===== src/rtl/noise_pkg.sv =====
package noise_pkg;
   localparam int VOL_W     = 4;
   localparam int ENVSTEP_W = 3;
   localparam int DIVCODE_W = 3;
   localparam int PRECODE_W = 4;
   localparam int LENCNT_W  = 6;

   typedef enum logic {ENV_FALL = 1'b0, ENV_RISE = 1'b1} env_dir_e;
endpackage


===== src/rtl/noise_clkgen.sv =====
module noise_clkgen #(
   parameter int BASE_DIV = 8,
   parameter int PRE_MAX  = 13
) (
   input  logic                           clk,
   input  logic                           rst_n,
   input  logic                           restart,
   input  logic [noise_pkg::DIVCODE_W-1:0] div_code,
   input  logic [noise_pkg::PRECODE_W-1:0] pre_code,
   output logic                           shift_tick
);
   localparam int DIV_MAX = BASE_DIV * ((1 << noise_pkg::DIVCODE_W) - 1);
   localparam int DW      = $clog2(DIV_MAX + 1);
   localparam int PW      = PRE_MAX + 1;

   generate
      if (BASE_DIV < 2 || (BASE_DIV % 2) != 0) begin : g_bad_base
         $error("noise_clkgen: BASE_DIV must be even and at least 2");
      end
      if (PRE_MAX >= (1 << noise_pkg::PRECODE_W)) begin : g_bad_pre
         $error("noise_clkgen: PRE_MAX exceeds prescaler code range");
      end
   endgenerate

   logic [DW-1:0] div_cnt, div_last, code_ext;
   logic [PW-1:0] pre_cnt, pre_last;
   logic          div_tick, pre_wrap, running;

   always_comb begin
      code_ext = DW'(div_code);
      if (div_code == '0) div_last = DW'(BASE_DIV / 2 - 1);
      else                div_last = DW'(BASE_DIV) * code_ext - DW'(1);
   end

   assign running  = (pre_code <= noise_pkg::PRECODE_W'(PRE_MAX));
   assign pre_last = {PW{1'b1}} >> (PW'(PRE_MAX) - PW'(pre_code));
   assign div_tick = (div_cnt >= div_last);
   assign pre_wrap = (pre_cnt >= pre_last);

   always_ff @(posedge clk or negedge rst_n) begin
      if (!rst_n) begin
         div_cnt <= '0;
         pre_cnt <= '0;
      end else if (restart) begin
         div_cnt <= '0;
         pre_cnt <= '0;
      end else begin
         div_cnt <= div_tick ? '0 : div_cnt + 1'b1;
         if (div_tick && running) pre_cnt <= pre_wrap ? '0 : pre_cnt + 1'b1;
      end
   end

   assign shift_tick = running && div_tick && pre_wrap;
endmodule


===== src/rtl/noise_lfsr.sv =====
module noise_lfsr #(
   parameter int LFSR_LEN  = 15,
   parameter int SHORT_LEN = 7,
   parameter bit HAS_SHORT = 1'b1
) (
   input  logic                clk,
   input  logic                rst_n,
   input  logic                restart,
   input  logic                shift,
   input  logic                short_sel,
   output logic [LFSR_LEN-1:0] state
);
   generate
      if (LFSR_LEN < 3 || SHORT_LEN < 2 || SHORT_LEN >= LFSR_LEN) begin : g_bad_len
         $error("noise_lfsr: lengths out of range");
      end
   endgenerate

   logic                fb;
   logic [LFSR_LEN-1:0] nxt;

   assign fb = state[0] ^ state[1];

   generate
      if (HAS_SHORT) begin : g_dual
         always_comb begin
            nxt = {fb, state[LFSR_LEN-1:1]};
            if (short_sel) nxt[SHORT_LEN-1] = fb;
         end
      end else begin : g_single
         logic unused_sel;
         assign unused_sel = short_sel;
         always_comb nxt = {fb, state[LFSR_LEN-1:1]};
      end
   endgenerate

   always_ff @(posedge clk or negedge rst_n) begin
      if (!rst_n)       state <= '1;
      else if (restart) state <= '1;
      else if (shift)   state <= nxt;
   end
endmodule


===== src/rtl/noise_envelope.sv =====
module noise_envelope #(
   parameter int VW = noise_pkg::VOL_W,
   parameter int SW = noise_pkg::ENVSTEP_W
) (
   input  logic          clk,
   input  logic          rst_n,
   input  logic          restart,
   input  logic          enable,
   input  logic          tick,
   input  logic [VW-1:0] init,
   input  logic          rise,
   input  logic [SW-1:0] step,
   output logic [VW-1:0] vol
);
   logic [SW-1:0] cnt, cnt_nx;
   assign cnt_nx = cnt + 1'b1;

   always_ff @(posedge clk or negedge rst_n) begin
      if (!rst_n) begin
         vol <= '0;
         cnt <= '0;
      end else if (restart) begin
         vol <= init;
         cnt <= '0;
      end else if (tick && enable && step != '0) begin
         if (cnt_nx == step) begin
            cnt <= '0;
            if (rise == noise_pkg::ENV_RISE) begin
               if (vol != '1) vol <= vol + 1'b1;
            end else begin
               if (vol != '0) vol <= vol - 1'b1;
            end
         end else begin
            cnt <= cnt_nx;
         end
      end
   end
endmodule


===== src/rtl/noise_length.sv =====
module noise_length #(
   parameter int LW = noise_pkg::LENCNT_W
) (
   input  logic          clk,
   input  logic          rst_n,
   input  logic          restart,
   input  logic          timed,
   input  logic          tick,
   input  logic [LW-1:0] start,
   output logic          active
);
   logic [LW-1:0] cnt;

   always_ff @(posedge clk or negedge rst_n) begin
      if (!rst_n) begin
         active <= 1'b0;
         cnt    <= '0;
      end else if (restart) begin
         active <= 1'b1;
         cnt    <= start;
      end else if (tick && timed && active) begin
         if (cnt == '1) active <= 1'b0;
         else           cnt    <= cnt + 1'b1;
      end
   end
endmodule


===== src/rtl/noise_channel.sv =====
module noise_channel #(
   parameter int BASE_DIV  = 8,
   parameter int PRE_MAX   = 13,
   parameter int LFSR_LEN  = 15,
   parameter int SHORT_LEN = 7,
   parameter bit HAS_SHORT = 1'b1
) (
   input  logic       clk,
   input  logic       rst_n,
   input  logic       trig,
   input  logic       timed,
   input  logic [5:0] len_init,
   input  logic [3:0] env_init,
   input  logic       env_up,
   input  logic [2:0] env_step,
   input  logic [2:0] div_code,
   input  logic [3:0] pre_code,
   input  logic       short_mode,
   input  logic       tick_256,
   input  logic       tick_64,
   output logic [3:0] amp,
   output logic       active
);
   logic                shift_tick;
   logic [LFSR_LEN-1:0] lfsr_q;
   logic [3:0]          vol;

   noise_clkgen #(.BASE_DIV(BASE_DIV), .PRE_MAX(PRE_MAX)) u_clk (
      .clk(clk), .rst_n(rst_n), .restart(trig),
      .div_code(div_code), .pre_code(pre_code), .shift_tick(shift_tick));

   noise_lfsr #(.LFSR_LEN(LFSR_LEN), .SHORT_LEN(SHORT_LEN), .HAS_SHORT(HAS_SHORT)) u_lfsr (
      .clk(clk), .rst_n(rst_n), .restart(trig), .shift(shift_tick),
      .short_sel(short_mode), .state(lfsr_q));

   noise_envelope #(.VW(4), .SW(3)) u_env (
      .clk(clk), .rst_n(rst_n), .restart(trig), .enable(active), .tick(tick_64),
      .init(env_init), .rise(env_up), .step(env_step), .vol(vol));

   noise_length #(.LW(6)) u_len (
      .clk(clk), .rst_n(rst_n), .restart(trig), .timed(timed), .tick(tick_256),
      .start(len_init), .active(active));

   assign amp = (active && lfsr_q[0]) ? vol : 4'd0;
endmodule


===== config.mk =====
export PLATFORM = sky130hd
export DESIGN_NAME = noise_channel
export DESIGN_NICKNAME = d
export VERILOG_FILES = /design/src/rtl/noise_pkg.sv /design/src/rtl/noise_clkgen.sv /design/src/rtl/noise_lfsr.sv /design/src/rtl/noise_envelope.sv /design/src/rtl/noise_length.sv /design/src/rtl/noise_channel.sv
export SDC_FILE = /design/constraint.sdc
export NUM_CORES = 1
export LEC_CHECK = 0
export CAP_MARGIN = 10
export CORE_AREA = 2 2 88 90
export CTS_BUF_LIST = sky130_fd_sc_hd__clkbuf_16
export DETAILED_ROUTE_END_ITERATION = 16
export DIE_AREA = 0 0 90 92
export DONT_BUFFER_PORTS = 1
export HOLD_SLACK_MARGIN = 0.1
export PLACE_DENSITY = 0.65
export SLEW_MARGIN = 20
export SYNTH_ARGS = -nofsm -noshare
export SYNTH_HDL_FRONTEND = slang
export SYNTH_HIERARCHICAL = 1
export SYNTH_SLANG_ARGS = --single-unit

===== constraint.sdc =====
create_clock -name clk -period 3.7 [get_ports clk]
set_input_delay 0.185 -clock clk [delete_from_list [all_inputs] [get_ports clk]]
set_output_delay 0.185 -clock clk [all_outputs]
set_load 0.01 [all_outputs]

==> summary.md <==
| Metric | Value |
|---|---|
| Nets | 419 |
| CP max FO | 9 |
| Largest net degree at the start of global routing | 50 |
| Total Wirelength | 6.28 mm |
| Yosys warning count | 6 |
| Worst min path class | input pin to flop |
| Worst Reg-to-Reg Cells | 10 |
| Placed Cells | 441 |
| CTS root buffer | clkbuf_16 |
| Seq. cell area | 1240 um2 |
| Filler cell count in the final layout | 723 |
| HP Start | trig |
| Total Routing Usage GR | 15.9% |
| First-pass GRT wire length | 10.9 mm |
| Pwr dens | 335 nW/um2 |
| Maximum vdd ir drop | 0.187 mV |
| Yosys reg bits | 49 |
| Post-DR wirelength/cell | 13.5 um |
| Critical path cell sequence | ha_1 -> ha_1 -> and2_0 -> nand2b_1 -> a21o_1 -> ha_1 -> a21oi_1 -> o21a_1 -> o21ai_1 -> a21oi_1 -> nor2_1 -> buf_4 -> mux2i_1 -> nand2_1 |
| Final period utilization | 75.7% |
| Clk sinks | 49 |
| First drt pass iteration count | 4 |
| Placer Congestion | 0.775 |
| Grt total ovfl | 0 |
| Worst R2R End | u_lfsr/state[13]$_DFFE_PN1P_ |
| Initial Util | 43.5% |
| Worst Clk Skew | 0.00562 ns |
| CP Class | input pin to flop |
| Slew @ Worst Pin | 0.687 ns |
| FP Rows | 32 |
| Final std cells w/o fill | 464 |
| N_diodes | 0 |
| Die Span Y | 92 um |
| Via/cell ratio | 5.37 |
| Reg2Reg Setup Slack | 1.29 ns |
| EDFF count, synth | 0 |
| TritonCTS Buffers | 5 |
| Hold_buf cts | 15 |
| Synth Net Count | 403 |
| Netlist cell types | 52 |
| Worst-Skew Late Latency | 0.29 ns |
| Core Region | 7450 um2 |
| Worst R2R Start | u_clk/pre_cnt[0]$_DFFE_PN0P_ |
| LEAKAGE | 1.66 nW |
| H-tree Lvls | 2 |
| Worst path max stage delay | 0.40 ns |
| Hold Path Sink | u_len/cnt[5]$_DFFE_PN0P_ |
| Fin. Hold Viols | 0 |
| Synth Cell Area | 3240 um2 |
| Fmax | 0.357 GHz |
| Layout cells sized above 1 | 10.5% |
| Element type at the critical path start | input pin |
| Outcome | complete, no violations |
| Area Overhead vs Synth | 12.1% |
| Synth Flop Type | dfrtp_1 |
| Crit path time final | 2.80 ns |
| Residual DRC | 0 |
| Post-route ant nets | 0 |
| Slew Limit Fails | 0 |
| TritonCTS clock tree | done |
| CTS clk-pin slew, worst paths | 0.06 ns |
| Vias in the first global route | 2423 |
| Die W | 90 um |
| Initial antenna violation count | 0 |
| Avg Cell Area, Syn | 9.39 um2 |
| Post-CTS Setup Repair Bufs | 0 |
| FFs w/ async S/R, synth | 100% |
| Critical Path Slowest Stage Cell | nor2_1 |
| Die Area | 8280 um2 |
| DR iter-0 viols | 98 |
| Total chip power | 0.00122 W |
| WP data required | 3.90 ns |
| Multi-input gate area | 1880 um2 |
| Hold Path Stages | 2 |
| Crit. End Element | flop |
| Final Util | 48.8% |
| Maxcap violations | 0 |
| Unrepaired setup endpoints after global routing | no |
| DP HPWL | 4.37 mm |
| Clk buf depth | 2 |
| Via Count | 2493 |
| Final setup violation count | 0 |
| Worst path most repeated cell | ha_1 |
| Setup TNS | 0 ns |
| Port Buffers | 0 |
| Post_cts resized | 0 |
| Mapped Cells | 345 |
| # IOs | 33 |
| Rel. slew slack | 54.0% |
| Arrival time worst endpoint | 3.00 ns |
| Register area share after synthesis | 38.4% |
cell type report:
type	instances	share of cell area (%)
Sequential cell	49	34.3
Inverter	15	1.55
Tap cell	102	3.51
Timing Repair Buffer	17	5.03
Multi-Input combinational cell	273	51.8
Clock buffer	5	3.44
Clock inverter	3	0.448
synthesized netlist by cell type, types with 2 or more instances:
master | count | area share (%)
nand3_1 | 13 | 2.0
o21ai_1 | 11 | 1.7
nor3_1 | 4 | 0.62
nor2_1 | 20 | 2.3
and2_1 | 2 | 0.39
nand4_1 | 5 | 0.97
nand2_1 | 43 | 5.0
o311a_2 | 2 | 0.69
a21o_1 | 4 | 0.93
a22o_1 | 11 | 3.0
a21oi_1 | 15 | 2.3
mux2i_1 | 16 | 4.9
buf_6 | 3 | 1.0
nand2b_1 | 7 | 1.4
and3_1 | 14 | 2.7
xnor2_1 | 6 | 1.6
or2_2 | 2 | 0.39
a31oi_1 | 3 | 0.58
o21ai_0 | 20 | 3.1
ha_1 | 29 | 11
dfrtp_1 | 34 | 26
a211o_1 | 3 | 0.81
clkbuf_1 | 2 | 0.23
xor2_1 | 6 | 1.6
inv_1 | 15 | 1.7
nor2b_1 | 14 | 2.7
dfstp_2 | 15 | 12
buf_2 | 2 | 0.31
report_power, final:
group,internal (W),leakage [nW],switching [W]
registers,0.000556,0.602,0.0000236
logic,0.0000903,0.991,0.000109
clock network,0.000248,0.0693,0.000191
total,0.000894,1.66,0.000324
metrics by stage:
step / hold WS [ns] / instance area (um2) / worst slack [ns]
after CTS: 0.101 / 3630 / 0.882
final: 0.114 / 3630 / 0.898
after detailed placement: -0.107 / 3320 / 0.588
after global routing: 0.103 / 3630 / 0.610
after floorplan: -0.111 / 3240 / 1.04
after global placement: -0.107 / 3320 / 0.680
worst max path at each step:
stage,start,endpoint,slack (ns)
finish,pre_code[1],u_lfsr/state[13]$_DFFE_PN1P_,0.90
global route,pre_code[1],u_lfsr/state[11]$_DFFE_PN1P_,0.61
CTS,pre_code[1],u_lfsr/state[13]$_DFFE_PN1P_,0.88
detailed placement,pre_code[1],u_lfsr/state[13]$_DFFE_PN1P_,0.59
global placement,pre_code[1],u_lfsr/state[13]$_DFFE_PN1P_,0.68
floorplan,pre_code[1],u_lfsr/state[6]$_DFFE_PN1P_,1.04
logic make-up after synthesis:
| group | synth area share [%] |
|---|---|
| xor+xnor | 3.98 |
| flops | 38.4 |
| mux | 5.29 |
| simple gates | 21.0 |
| fa+ha+maj | 11.8 |
| buf+inv | 3.55 |
| compound gates | 16.0 |
cell usage in the layout (no fill, tap or decap), types with 7 or more instances in the layout:
| master | instances |
|---|---|
| o21ai_0 | 20 |
| dfstp_2 | 15 |
| dfrtp_1 | 34 |
| nand2b_1 | 7 |
| nor2b_1 | 14 |
| mux2i_1 | 16 |
| dlygate4sd3_1 | 14 |
| a22o_1 | 11 |
| inv_1 | 15 |
| nand2_1 | 43 |
| o21ai_1 | 11 |
| and3_1 | 14 |
| ha_1 | 29 |
| nor2_1 | 20 |
| nand3_1 | 13 |
| a21oi_1 | 15 |
flip-flops by register name, summed over array words and instances (netlist names):
name	cells
u_len/cnt	6
u_len/active	1
u_clk/div_cnt	6
u_env/cnt	3
u_env/vol	4
u_lfsr/state	15
u_clk/pre_cnt	14
layer usage:
metal / track usage, % / vias up / routed length, um
li1: - / 1262 / -
met1: 21.3 / 1165 / 3140
met2: 25.4 / 54 / 2810
met3: 3.12 / 12 / 205
met4: 6.67 / 0 / 124
met5: 0 / - / 0
critical path: cells and delay by family:
family / cells / cell delay [ns]
and+or+nand+nor: 4 / 0.87
adders and majority gates: 3 / 0.83
AOI/OAI and AO/OA: 5 / 0.64
buffers and inverters: 1 / 0.27
muxes: 1 / 0.21
No activity file was read; power rests on OpenSTA's default activity.
